## src/rtl/ddr_guard_pkg.sv

```systemverilog
package ddr_guard_pkg;

  localparam int CMD_W     = 3;
  localparam int NUM_CMDS  = 7;
  localparam int CMD_SLOTS = 1 << CMD_W;
  localparam int ERR_W     = 4;

  typedef enum logic [CMD_W-1:0] {
    CMD_NOP = 3'd0,
    CMD_ACT = 3'd1,
    CMD_RD  = 3'd2,
    CMD_WR  = 3'd3,
    CMD_PRE = 3'd4,
    CMD_BST = 3'd5,
    CMD_AR  = 3'd6
  } cmd_e;

  typedef enum logic [ERR_W-1:0] {
    ERR_NONE     = 4'd0,
    ERR_IDLE_ACC = 4'd1,
    ERR_ROW_OPEN = 4'd2,
    ERR_RCD      = 4'd3,
    ERR_RRD      = 4'd4,
    ERR_RP       = 4'd5,
    ERR_RAS      = 4'd6,
    ERR_RD2PRE   = 4'd7,
    ERR_WTR      = 4'd8,
    ERR_RFC      = 4'd9,
    ERR_AR_OPEN  = 4'd10,
    ERR_AP_BUSY  = 4'd11
  } err_e;

  // Half the burst length in beats-per-clock terms.
  function automatic int unsigned half_burst(input logic [1:0] code);
    case (code)
      2'd0:    return 1;
      2'd1:    return 2;
      default: return 4;
    endcase
  endfunction

  // Counter width that holds any of the given limits.
  function automatic int cnt_width(input int a, input int b, input int c,
                                   input int d, input int e, input int f);
    int m;
    m = 4;
    if (a > m) m = a;
    if (b > m) m = b;
    if (c > m) m = c;
    if (d > m) m = d;
    if (e > m) m = e;
    if (f > m) m = f;
    return $clog2(m + 1);
  endfunction

endpackage

```

## src/rtl/ddr_bank_track.sv

```systemverilog
module ddr_bank_track #(
  parameter int T_RCD = 3,
  parameter int T_RAS = 6,
  parameter int T_RP  = 3,
  parameter int CW    = 4
) (
  input  logic          clk,
  input  logic          rst_n,
  input  logic          act_go,
  input  logic          rd_go,
  input  logic          wr_go,
  input  logic          pre_go,
  input  logic          ap_req,
  input  logic [CW-1:0] half_bl,
  output logic          open_o,
  output logic          rcd_ok_o,
  output logic          ras_ok_o,
  output logic          rp_ok_o,
  output logic          rdp_ok_o,
  output logic          ap_busy_o,
  output logic          ap_close_o
);

  logic [CW-1:0] rcd_cnt, ras_cnt, rp_cnt, rdp_cnt, ap_cnt;
  logic          open_q, ap_pend;

  function automatic logic [CW-1:0] step_down(input logic [CW-1:0] x);
    return (x == '0) ? x : x - CW'(1);
  endfunction

  assign ap_close_o = ap_pend && (ap_cnt == '0);

  always_ff @(posedge clk) begin
    if (!rst_n) begin
      open_q  <= 1'b0;
      ap_pend <= 1'b0;
      rcd_cnt <= '0;
      ras_cnt <= '0;
      rp_cnt  <= '0;
      rdp_cnt <= '0;
      ap_cnt  <= '0;
    end else begin
      rcd_cnt <= step_down(rcd_cnt);
      ras_cnt <= step_down(ras_cnt);
      rp_cnt  <= step_down(rp_cnt);
      rdp_cnt <= step_down(rdp_cnt);
      ap_cnt  <= step_down(ap_cnt);
      if (act_go) begin
        open_q  <= 1'b1;
        rcd_cnt <= CW'(T_RCD - 1);
        ras_cnt <= CW'(T_RAS - 1);
      end
      if ((rd_go || wr_go) && ap_req) begin
        ap_pend <= 1'b1;
        ap_cnt  <= half_bl - CW'(1);
      end
      if (rd_go) rdp_cnt <= half_bl - CW'(1);
      if (pre_go || ap_close_o) begin
        open_q  <= 1'b0;
        rp_cnt  <= CW'(T_RP - 1);
      end
      if (ap_close_o) ap_pend <= 1'b0;
    end
  end

  assign open_o    = open_q;
  assign rcd_ok_o  = (rcd_cnt == '0);
  assign ras_ok_o  = (ras_cnt == '0);
  assign rp_ok_o   = (rp_cnt == '0);
  assign rdp_ok_o  = (rdp_cnt == '0);
  assign ap_busy_o = ap_pend;

endmodule

```

## src/rtl/ddr_global_gaps.sv

```systemverilog
module ddr_global_gaps #(
  parameter int T_RRD = 2,
  parameter int T_WTR = 2,
  parameter int T_RFC = 8,
  parameter int CW    = 4,
  parameter int BA_W  = 2
) (
  input  logic            clk,
  input  logic            rst_n,
  input  logic            act_go,
  input  logic [BA_W-1:0] act_bank,
  input  logic            wr_go,
  input  logic            ar_go,
  output logic            rrd_clear_o,
  output logic [BA_W-1:0] last_bank_o,
  output logic            wtr_ok_o,
  output logic            rfc_ok_o
);

  logic [CW-1:0]   rrd_cnt, wtr_cnt, rfc_cnt;
  logic [BA_W-1:0] last_bank;

  function automatic logic [CW-1:0] step_down(input logic [CW-1:0] x);
    return (x == '0) ? x : x - CW'(1);
  endfunction

  always_ff @(posedge clk) begin
    if (!rst_n) begin
      rrd_cnt   <= '0;
      wtr_cnt   <= '0;
      rfc_cnt   <= '0;
      last_bank <= '0;
    end else begin
      rrd_cnt <= act_go ? CW'(T_RRD - 1) : step_down(rrd_cnt);
      wtr_cnt <= wr_go  ? CW'(T_WTR - 1) : step_down(wtr_cnt);
      rfc_cnt <= ar_go  ? CW'(T_RFC - 1) : step_down(rfc_cnt);
      if (act_go) last_bank <= act_bank;
    end
  end

  assign rrd_clear_o = (rrd_cnt == '0);
  assign last_bank_o = last_bank;
  assign wtr_ok_o    = (wtr_cnt == '0);
  assign rfc_ok_o    = (rfc_cnt == '0);

endmodule

```

## src/rtl/ddr_cmd_judge.sv

```systemverilog
module ddr_cmd_judge
  import ddr_guard_pkg::*;
#(
  parameter int NB   = 4,
  parameter int BA_W = 2
) (
  input  logic [BA_W-1:0] bank_i,
  input  logic            a10_i,
  input  logic [NB-1:0]   open,
  input  logic [NB-1:0]   rcd_ok,
  input  logic [NB-1:0]   ras_ok,
  input  logic [NB-1:0]   rp_ok,
  input  logic [NB-1:0]   rdp_ok,
  input  logic [NB-1:0]   ap_busy,
  input  logic            rrd_clear,
  input  logic [BA_W-1:0] last_bank,
  input  logic            wtr_ok,
  input  logic            rfc_ok,
  output logic [CMD_SLOTS-1:0][ERR_W-1:0] err_v
);

  logic [NB-1:0] pre_sel;
  logic          rrd_hit;

  // Banks touched by a PRE: all of them with A10 high.
  always_comb begin
    for (int b = 0; b < NB; b++)
      pre_sel[b] = a10_i || (bank_i == BA_W'(b));
  end

  assign rrd_hit = !rrd_clear && (last_bank != bank_i);

  // Priority chains per command code.
  always_comb begin
    err_v = '0;
    if (open[bank_i] || ap_busy[bank_i]) err_v[CMD_ACT] = ERR_ROW_OPEN;
    else if (!rp_ok[bank_i])             err_v[CMD_ACT] = ERR_RP;
    else if (!rfc_ok)                    err_v[CMD_ACT] = ERR_RFC;
    else if (rrd_hit)                    err_v[CMD_ACT] = ERR_RRD;

    if (!open[bank_i])         err_v[CMD_RD] = ERR_IDLE_ACC;
    else if (ap_busy[bank_i])  err_v[CMD_RD] = ERR_AP_BUSY;
    else if (!rcd_ok[bank_i])  err_v[CMD_RD] = ERR_RCD;
    else if (!wtr_ok)          err_v[CMD_RD] = ERR_WTR;

    if (!open[bank_i])         err_v[CMD_WR] = ERR_IDLE_ACC;
    else if (ap_busy[bank_i])  err_v[CMD_WR] = ERR_AP_BUSY;
    else if (!rcd_ok[bank_i])  err_v[CMD_WR] = ERR_RCD;

    if (|(pre_sel & ap_busy))                 err_v[CMD_PRE] = ERR_AP_BUSY;
    else if (|(pre_sel & open & ~ras_ok))     err_v[CMD_PRE] = ERR_RAS;
    else if (|(pre_sel & open & ~rdp_ok))     err_v[CMD_PRE] = ERR_RD2PRE;

    if (|open)              err_v[CMD_AR] = ERR_AR_OPEN;
    else if (!(&rp_ok))     err_v[CMD_AR] = ERR_RP;
    else if (!rfc_ok)       err_v[CMD_AR] = ERR_RFC;
  end

endmodule

```

## src/rtl/ddr_cmd_guard.sv

```systemverilog
module ddr_cmd_guard
  import ddr_guard_pkg::*;
#(
  parameter int NUM_BANKS = 4,
  parameter int T_RCD     = 3,
  parameter int T_RRD     = 2,
  parameter int T_RP      = 3,
  parameter int T_RAS     = 6,
  parameter int T_WTR     = 2,
  parameter int T_RFC     = 8
) (
  input  logic                clk,
  input  logic                rst_n,
  input  logic [2:0]          cmd_i,
  input  logic [1:0]          bank_i,
  input  logic                a10_i,
  input  logic [1:0]          bl_i,
  output logic [6:0]          legal_now_o,
  output logic                viol_o,
  output logic [3:0]          viol_code_o
);

  localparam int BA_W = $clog2(NUM_BANKS);
  localparam int CW   = cnt_width(T_RCD, T_RRD, T_RP, T_RAS, T_WTR, T_RFC);

  logic [CMD_SLOTS-1:0][ERR_W-1:0] err_all;
  logic [ERR_W-1:0] cmd_err;
  logic             cmd_ok;
  logic [CW-1:0]    half_bl;

  logic [NUM_BANKS-1:0] bank_open, rcd_ok, ras_ok, rp_ok, rdp_ok, ap_busy, ap_close;
  logic [NUM_BANKS-1:0] act_fire, rd_fire, wr_fire, pre_fire;
  logic                 ar_fire, any_act, any_wr;
  logic                 rrd_clear, wtr_ok, rfc_ok;
  logic [BA_W-1:0]      last_bank;

  assign half_bl = CW'(half_burst(bl_i));
  assign cmd_err = err_all[cmd_i];
  assign cmd_ok  = (cmd_err == ERR_NONE);
  assign ar_fire = cmd_ok && (cmd_i == CMD_AR);
  assign any_act = |act_fire;
  assign any_wr  = |wr_fire;

  always_comb begin
    for (int c = 0; c < NUM_CMDS; c++)
      legal_now_o[c] = (err_all[c] == ERR_NONE);
  end

  for (genvar b = 0; b < NUM_BANKS; b++) begin : g_bank
    logic hit;
    assign hit         = (bank_i == BA_W'(b));
    assign act_fire[b] = cmd_ok && (cmd_i == CMD_ACT) && hit;
    assign rd_fire[b]  = cmd_ok && (cmd_i == CMD_RD)  && hit;
    assign wr_fire[b]  = cmd_ok && (cmd_i == CMD_WR)  && hit;
    assign pre_fire[b] = cmd_ok && (cmd_i == CMD_PRE) && (a10_i || hit);

    ddr_bank_track #(.T_RCD(T_RCD), .T_RAS(T_RAS), .T_RP(T_RP), .CW(CW)) u_bank (
      .clk(clk), .rst_n(rst_n),
      .act_go(act_fire[b]), .rd_go(rd_fire[b]), .wr_go(wr_fire[b]),
      .pre_go(pre_fire[b]), .ap_req(a10_i), .half_bl(half_bl),
      .open_o(bank_open[b]), .rcd_ok_o(rcd_ok[b]), .ras_ok_o(ras_ok[b]),
      .rp_ok_o(rp_ok[b]), .rdp_ok_o(rdp_ok[b]), .ap_busy_o(ap_busy[b]),
      .ap_close_o(ap_close[b])
    );
  end

  ddr_global_gaps #(.T_RRD(T_RRD), .T_WTR(T_WTR), .T_RFC(T_RFC), .CW(CW), .BA_W(BA_W)) u_gaps (
    .clk(clk), .rst_n(rst_n),
    .act_go(any_act), .act_bank(bank_i), .wr_go(any_wr), .ar_go(ar_fire),
    .rrd_clear_o(rrd_clear), .last_bank_o(last_bank),
    .wtr_ok_o(wtr_ok), .rfc_ok_o(rfc_ok)
  );

  ddr_cmd_judge #(.NB(NUM_BANKS), .BA_W(BA_W)) u_judge (
    .bank_i(bank_i), .a10_i(a10_i),
    .open(bank_open), .rcd_ok(rcd_ok), .ras_ok(ras_ok), .rp_ok(rp_ok),
    .rdp_ok(rdp_ok), .ap_busy(ap_busy),
    .rrd_clear(rrd_clear), .last_bank(last_bank),
    .wtr_ok(wtr_ok), .rfc_ok(rfc_ok),
    .err_v(err_all)
  );

  // One-cycle report of the verdict.
  always_ff @(posedge clk) begin
    if (!rst_n) begin
      viol_o      <= 1'b0;
      viol_code_o <= '0;
    end else begin
      viol_o      <= !cmd_ok;
      viol_code_o <= cmd_err;
    end
  end

endmodule

```

## config.mk

```make
export PLATFORM = sky130hd
export DESIGN_NAME = ddr_cmd_guard
export DESIGN_NICKNAME = d
export VERILOG_FILES = /design/src/rtl/ddr_guard_pkg.sv /design/src/rtl/ddr_bank_track.sv /design/src/rtl/ddr_global_gaps.sv /design/src/rtl/ddr_cmd_judge.sv /design/src/rtl/ddr_cmd_guard.sv
export SDC_FILE = /design/constraint.sdc
export NUM_CORES = 1
export LEC_CHECK = 0
export BUFFER_PORTS_ARGS = -buffer_cell sky130_fd_sc_hd__buf_2
export CORE_MARGIN = 5
export CORE_UTILIZATION = 55
export CTS_BUF_LIST = sky130_fd_sc_hd__clkbuf_8
export DETAILED_ROUTE_END_ITERATION = 12
export HOLD_SLACK_MARGIN = 0.06
export PLACE_DENSITY_LB_ADDON = 0.05
export SETUP_SLACK_MARGIN = 0.02
export SLEW_MARGIN = 25
export SYNTH_ARGS = -nofsm -noshare
export SYNTH_HDL_FRONTEND = slang
export SYNTH_HIERARCHICAL = 1
export SYNTH_SLANG_ARGS = --single-unit
```

## constraint.sdc

```tcl
create_clock -name clk -period 3.82 [get_ports clk]
set_input_delay 0.573 -clock clk [delete_from_list [all_inputs] [get_ports clk]]
set_output_delay 0.573 -clock clk [all_outputs]
set_load 0.05 [all_outputs]
```

Word-level counts from Yosys, hierarchy flattened:

Index checks and enable logic that the tools add are counted.

* equality and inequality tests: 33
* bitwise logic cells: 7
* magnitude comparators: 2
* add/sub/neg operators: 24
* muxes and demuxes: 74
* reduce and logical (&&, ||, !) cells: 98

Operators with widths (number)
* 4-bit two-way mux: 31
* 4-bit logical NOT: 29
* 4-bit by 1-bit subtractor with 4-bit output, second input constant: 23
* 3-bit two-way mux: 12
* 2-bit two-way mux: 17
* 1-bit logical AND: 30
* 2-bit OR reduction: 13
* 2-bit by 1-bit != test with 1-bit output, second input constant: 12
* 4-bit OR reduction: 6
* 2-bit != test, second input constant: 11
* 4-bit bitwise AND: 4
* 1-bit logical OR: 13
* 4-bit binary-select mux with 3-bit select: 1
* 5-bit OR reduction: 2
* 1-bit binary-select mux with 2-bit select: 4
* 1-bit two-way mux: 8
* 4-bit inverter: 2
* 3-bit by 2-bit equality test with 1-bit output, second input constant: 2
* 3-bit equality test, second input constant: 2
* 3-bit case mux with 2 select lines: 1
* 2-bit by 1-bit equality test with 1-bit output, second input constant: 2
* 2-bit equality test, second input constant: 2
* 2-bit logical NOT: 2
* 3-bit by 4-bit < comparator with 1-bit output, second input constant: 1
* other kinds (7): 8

* output and inout bits: 12
* bits of input ports: 10
* register bits after elaboration: 107

Logic depth before layout (Yosys ltp):

Gate-level depths: netlist (run 1).

* depth after elaboration: 16
* mapped depth: 17
* depth with buffers taken out: 15

Cells and area by module:

The synthesis (run 1) kept the hierarchy.

Modules (own cells, without submodules)
* ddr_bank_track: seq. area each 440.4 um^2, area an instance 1109.8 um^2, cells each 121, times used 4
* ddr_cmd_guard: seq. area each 100.1 um^2, area an instance 777.0 um^2, cells each 92, times used 1
* ddr_global_gaps: seq. area each 280.3 um^2, area an instance 658.1 um^2, cells each 63, times used 1
* ddr_cmd_judge: seq. area each 0.0 um^2, area an instance 566.8 um^2, cells each 72, times used 1

Worst setup path before layout (run 1):

No wires, ideal clock.

* path type: input port to output port
* start point: input port bank_i[1]
* end point: output port legal_now_o[1]
* slack: 0.130 ns
* arrival time: 3.117 ns
* cell stages on the path: 4
* path buffers: 1
* path through: clkbuf_1 mux4_1 nor3b_2 nor4_1

RTL lines
* start, declared: line ddr_cmd_guard.sv:15 `input logic [1:0] bank_i,`
* end, declared: line ddr_cmd_guard.sv:18 `output logic [6:0] legal_now_o,`

==> flow_metrics.tcl, run 1 <==
set metrics [dict create \
    synthAdderAreaFrac_pct 5.245 \
    rows 39 \
    use_met3_pct 3.725 \
    outcome "finished, final reports clean" \
    synth_top_family_by_area "simple AND/OR/NAND/NOR gates" \
    drt-initial-drc-count 355 \
    die_h_um 118.2 \
    antenna_found_initial 0 \
    grt_pass1_vias 5085 \
    fin_ws_ns 0.1812 \
    dp_slack_ns -0.05423 \
    synth_edf_count 0 \
    period_share_pct 95.26 \
    critPathMaxFanout 18 \
    grt_usage_pct 20.81 \
    fin_util_pct 62.07 \
    grt.busiest_layer "met2" \
    crit_top_cell "buf_4" \
    crit_slowest_cell "mux4_2" \
    netlist_area_mm2 0.006441 \
    end_kind "flop" \
    worstSetupPathType "flop to flop" \
    clkPwrFrac_pct 14.3 \
    p_sw_share_pct 37.84 \
    clock_sinks 107 \
    start_kind "flop" \
    fin_nets 799 \
    cts_buffers 9 \
    dpl.hpwl_um 10830 \
    fp.dieW_um 118.2 \
    ant_nets 0 \
    routed_wl_um 14320 \
    met2_usage_pct 34.42 \
    fin_skew_ns 0.01501 \
    p_seq_share_pct 37.0 \
    path_cells "inv_1, ha_2, nor3b_4, buf_4, nor2b_1, o21ai_0, and4_1, a21oi_1, mux4_2, mux2i_2, or3b_4, buf_12, nor4_4, buf_4, nor2_1, a22o_1" \
    numPortBuffers 19 \
    p_comb_share_pct 48.7 \
    area_growth_pct 10.51 \
    final_area_mm2 0.007118 \
    grt_max_degree 25 \
    max_stage_delay_ns 0.48 \
    ios 22 \
    cts_tree "done" \
    routedWlPerCell_um 15.74 \
    max_freq_ghz 0.2748 \
    ys_seq_area_share_pct 33.26 \
    p_per_area_mw_per_mm2 626.7 \
    yosysWarningCount 6 \
    place_congestion 0.9385 \
    ys_seq_elements 107 \
    cts_buffer_depth 2 \
    dr.pass1.iters 5 \
    initial_core_util_pct 56.17 \
    yosys.area.top_type "dfxtp_1" \
    drive_above_1_share_pct 17.99 \
    diodes 0 \
    drcViolationCount 0 \
    slew_viol_final 0 \
    synth_mux_area_share_pct 7.284 \
    p_int_uw 2773 \
    synth-compound-area-share_pct 14.88 \
    grt_overflow_total 0 \
    grt_pass1_wl_um 24170 \
    tightest_slew_ns 0.6559 \
    worst_ep_arrival_time_ns 3.93 \
    clock_latency_ns 0.39 \
    synth_xor_area_share_pct 4.895 \
    htree_levels 3 \
    power.leakage_uw 0.002786 \
    synthTopCellsByArea "dfxtp_1, ha_1, xnor2_1, nor3_1, mux2i_1" \
    whs_ns 0.4811 \
    die_area_mm2 0.01398 \
    dpl_cell_area_mm2 0.006839 \
    setup_violations 0 \
    hold_viol 0 \
    yosys_most_used_dff "dfxtp_1" \
    peakVddDrop_uv 407.1 \
    syn_avg_cell_area_um2 9.059 \
    maxSlewHeadroom_pct 56.18 \
    synthSimpleGateAreaFrac_pct 28.07 \
    fin_crit_ns 3.639 \
    switchingPower_uw 1688 \
    hold_class "flop to flop" \
    met1_usage_pct 26.68 \
    critPathRequiredTime_ns 4.11 \
    core_mm2 0.01147 \
    clk_pin_slew_ns 0.10 \
    max_cap_viol_count 0 \
    synthArstFlopShare_pct 0 \
    postSynthCellCount 711 \
    vias_per_cell 5.746 \
    yosys.area.top_type_share_pct 33.26 \
    synthDistinctLibCells 63 \
    fillerInstances 978 \
    fin_total_pwr_uw 4461 \
    cts_root_buffer "clkbuf_8" \
    cts_hold_buf 0 \
    vias 5229 \
]
cell usage after synthesis, drive strengths merged, types with 24 or more instances:
| library cell | count |
|---|---|
| ha | 27 |
| nor4 | 24 |
| inv | 47 |
| o21ai | 27 |
| nor3 | 43 |
| a21oi | 26 |
| nand2 | 28 |
| dfxtp | 107 |
| nor2b | 32 |
| buf | 26 |
| xnor2 | 32 |
| nor3b | 25 |
| nor2 | 55 |
per-stage QoR:
stage,std cells,TNS [ns]
final,910,0
after global routing,910,-0.1058
after CTS,906,0
after detailed placement,890,-0.3750
after global placement,890,0
after floorplan,727,0
flip-flops by register name (all words and copies together) (netlist names), 2 cells and up:
signal,count
u_gaps/last_bank_o,2
g_bank.u_bank/ap_busy_o,4
u_gaps/rrd_cnt,4
g_bank.u_bank/rdp_cnt,16
viol_code_o,4
u_gaps/rfc_cnt,4
g_bank.u_bank/ap_cnt,16
g_bank.u_bank/rp_cnt,16
g_bank.u_bank/ras_cnt,16
g_bank.u_bank/rcd_cnt,16
u_gaps/wtr_cnt,4
g_bank.u_bank/open_o,4
cell usage in the layout (no fill, tap or decap), drive strengths merged, types with 10 or more instances in the layout:
master / count
a211oi: 20
nand3: 10
o21a: 19
nor2b: 32
nor3: 43
nor4: 24
nor2: 55
conb: 18
mux2i: 21
xnor2: 32
clkbuf: 10
nand2b: 16
nand2: 28
inv: 49
o21ai: 27
a21oi: 26
ha: 27
buf: 60
dfxtp: 107
nor3b: 25
timing repair:
action                     in CTS  in global routing
setup endpoints to repair       7                 48
buffers inserted                0                  4
pin swaps                       0                  7
gates resized for setup         1                 15
power groups by stage:
stage	clock [µW]	combinational [µW]	sequential [µW]
after floorplan	0	1660	1630
after global placement	0	2060	1660
after CTS	656	2160	1650
final	638	2170	1650
after global routing	704	2430	1690
after detailed placement	0	2130	1670
metal layers:
metal | wire [µm] | part of all wire (%) | vias to the layer above
li1 | - | - | 2645
met1 | 6669 | 47 | 2463
met2 | 6748 | 47 | 96
met3 | 580 | 4.0 | 25
met4 | 323 | 2.3 | 0
met5 | 0 | 0 | -
worst max-delay path: cells and delay by family (launching register included):
family                     cells  cell delay (ns)
DFF                            1             0.35
muxes                          2             0.68
buffers and inverters          4             0.61
and+or+nand+nor                6             1.35
adders and majority gates      1             0.20
AOI/OAI and AO/OA              3             0.33
cell type report:
class / instances / area (µm²) / share of cell area [%]
Multi-Input combinational cell: 537 / 4031 / 56.64
Sequential cell: 107 / 2145 / 30.13
Timing Repair Buffer: 60 / 415.4 / 5.836
Tap cell: 143 / 178.9 / 2.514
Inverter: 47 / 176.4 / 2.478
Clock buffer: 10 / 137.6 / 1.934
Clock inverter: 6 / 33.78 / 0.4746
final timing paths:
path	slack, ns	end	startpoint	cells after the start
max	0.18	g_bank[0].u_bank/rdp_cnt[1]	g_bank[2].u_bank/rdp_cnt[1]	16
min reg2reg	0.48	g_bank[3].u_bank/rp_cnt[3]	g_bank[3].u_bank/rp_cnt[3]	2
min	0.48	g_bank[3].u_bank/rp_cnt[3]	g_bank[3].u_bank/rp_cnt[3]	2
max reg2reg	0.18	g_bank[0].u_bank/rdp_cnt[1]	g_bank[2].u_bank/rdp_cnt[1]	16
cells by family after synthesis:
family,after synthesis
other cells,2
fa+ha+maj,27
xor+xnor,36
flops,107
buf+inv,83
compound gates,139
simple gates,282
mux,35
Power figures use the tool's default switching activity.
==> inputs of run 2 (changes only) <==
Settings changed: CORE_MARGIN 5 to unset, CORE_UTILIZATION 55 to 40.
Clock period 3.82 ns to 4.7 ns, I/O delays scaled along.
==> flow_metrics.tcl, run 2 (synthesis gave the netlist of run 1 again) <==
set metrics [dict create \
    numPortBuffers 19 \
    power.leakage_uw 0.002647 \
    drcViolationCount 0 \
    tightest_slew_ns 0.8249 \
    core_mm2 0.01583 \
    rows 46 \
    post_cts_resize_count 0 \
    drt-initial-drc-count 233 \
    fin_crit_ns 4.189 \
    final_common_cell "dfxtp_1" \
    dpl_cell_area_mm2 0.006745 \
    cts_hold_buf 0 \
    r2r_setup_slack_ns 0.51 \
    antenna_found_initial 0 \
    cts_buffers 9 \
    slew_viol_final 0 \
    grt_pass1_vias 4960 \
    critPathMaxFanout 17 \
    drive_above_1_share_pct 13.92 \
    rsz0062_at_grt "false" \
    wl_met3_um 627 \
    die_h_um 128.9 \
    routedWlPerCell_um 15.41 \
    end_kind "flop" \
    setup_violations 0 \
    max_stage_delay_ns 0.72 \
    fin_util_pct 44.11 \
    critPathRequiredTime_ns 5.04 \
    finalSetupTns_ns 0 \
    htree_levels 3 \
    hold_depth 2 \
    fin_skew_ns 0.009271 \
    die_area_mm2 0.01661 \
    hold_viol 0 \
    p_per_area_mw_per_mm2 522.0 \
    hold_path_end "g_bank[3].u_bank/rp_cnt[3]" \
    dr.pass1.iters 4 \
    vias 5109 \
    cts_buffer_depth 2 \
    place_congestion 0.8092 \
    path_cells "inv_1, ha_1, nor3b_2, nor2b_1, o21ai_0, and4_1, a21oi_1, mux4_2, mux2i_1, or3b_1, nor4_2, o21ai_1, nor3_1, a41o_1" \
    max_freq_ghz 0.2387 \
    clk_pin_slew_ns 0.10 \
    worstSetupPathType "flop to flop" \
    grt_overflow_total 0 \
    ios 22 \
    crit_slowest_cell "or3b_1" \
    hold_class "flop to flop" \
    max_cap_viol_count 0 \
    fp.dieW_um 128.9 \
    peakVddDrop_uv 211.5 \
    clock_sinks 107 \
    area_growth_pct 8.392 \
    top_layer_used "met4" \
    fin_nets 772 \
    final_area_mm2 0.006982 \
    cts_root_buffer "clkbuf_8" \
    dpl.hpwl_um 11170 \
    r2r-end "g_bank[3].u_bank/ap_cnt[0]" \
    outcome "finished, final reports clean" \
    r2r_cells 14 \
    period_share_pct 89.13 \
    ant_nets 0 \
    grt_pass1_wl_um 24430 \
    routedLengthMet1_um 7142 \
    routed_wl_um 14750 \
    worst_ep_arrival_time_ns 4.53 \
    initial_core_util_pct 40.70 \
    vias_per_cell 5.339 \
    start_kind "flop" \
    clock_latency_ns 0.39 \
    cts_tree "done" \
    maxSlewHeadroom_pct 45.01 \
    met2_length_um 6778 \
    post_cts.repair.setup_buffers 0 \
    grt_max_degree 32 \
    final_cell_mix "dfxtp_1, nor2_1, inv_1, nor3_1" \
    grt_usage_pct 19.04 \
    hp-start "g_bank[3].u_bank/rp_cnt[3]" \
    reg2reg_from "g_bank[2].u_bank/rdp_cnt[0]" \
]
==> run 2: cell types whose count changed in the layout (fill, tap and decap cells not counted), sizes merged <==
cell      previous run  this run
buf                 60        33
bufinv               0         2
clkinv               3         1
clkbuf              10        11
clkinvlp             1         0
diode                0         1
==> run 2: layout make-up <==
| type | instances | area (µm²) |
|---|---|---|
| fillers | 1558 | 8846 |
| multi-input cells | 537 | 3956 |
| flip-flops and latches | 107 | 2142 |
| well taps | 216 | 270.3 |
| repair buffers | 33 | 200.2 |
| inverters | 47 | 176.4 |
| clock buffers | 11 | 151.4 |
| clock inverters | 5 | 82.58 |
| diodes | 1 | 2.502 |
==> run 2: report_power, final <==
part	leakage (µW)	internal, µW	switching, µW	total, µW
combinational	0.00165	819	831	1650
sequential	0.000876	1120	217	1340
clock	0.000120	332	320	652
total	0.00265	2280	1370	3640
==> run 2: how the worst max path moves through the flow <==
stage	startpoint	to
CTS	g_bank[2].u_bank/rdp_cnt[0]	g_bank[1].u_bank/rcd_cnt[0]
global route	g_bank[2].u_bank/rdp_cnt[0]	g_bank[2].u_bank/rdp_cnt[3]
floorplan	bank_i[1]	legal_now_o[1]
finish	g_bank[2].u_bank/rdp_cnt[0]	g_bank[3].u_bank/ap_cnt[0]
global placement	bank_i[0]	g_bank[1].u_bank/rcd_cnt[0]
detailed placement	bank_i[0]	g_bank[1].u_bank/ras_cnt[1]
==> run 2: worst max-delay path: cells and delay by family (launching register included) <==
kind / cells / cell delay (ns)
fa+ha+maj: 1 / 0.21
mux: 2 / 0.65
compound gates: 4 / 0.56
buf+inv: 1 / 0.07
simple gates: 6 / 2.27
flops: 1 / 0.37
==> run 2: metrics by stage <==
stage               hold WS, ns  setup slack (ns)  cells  total power, µW
floorplan                0.4398            0.7462    727             2675
CTS                      0.4785            0.5133    956             3687
detailed placement       0.4595            0.3177    940             3010
global placement         0.4551            0.3316    940             2959
finish                   0.4769            0.5109    957             3644
global route             0.4970            0.2091    956             3929
==> run 2: layer usage <==
metal / vias up / global-route usage, %
met3: 15 / 4.283
met2: 71 / 31.70
met5: - / 0
met4: 0 / 5.260
met1: 2424 / 24.68
li1: 2599 / -
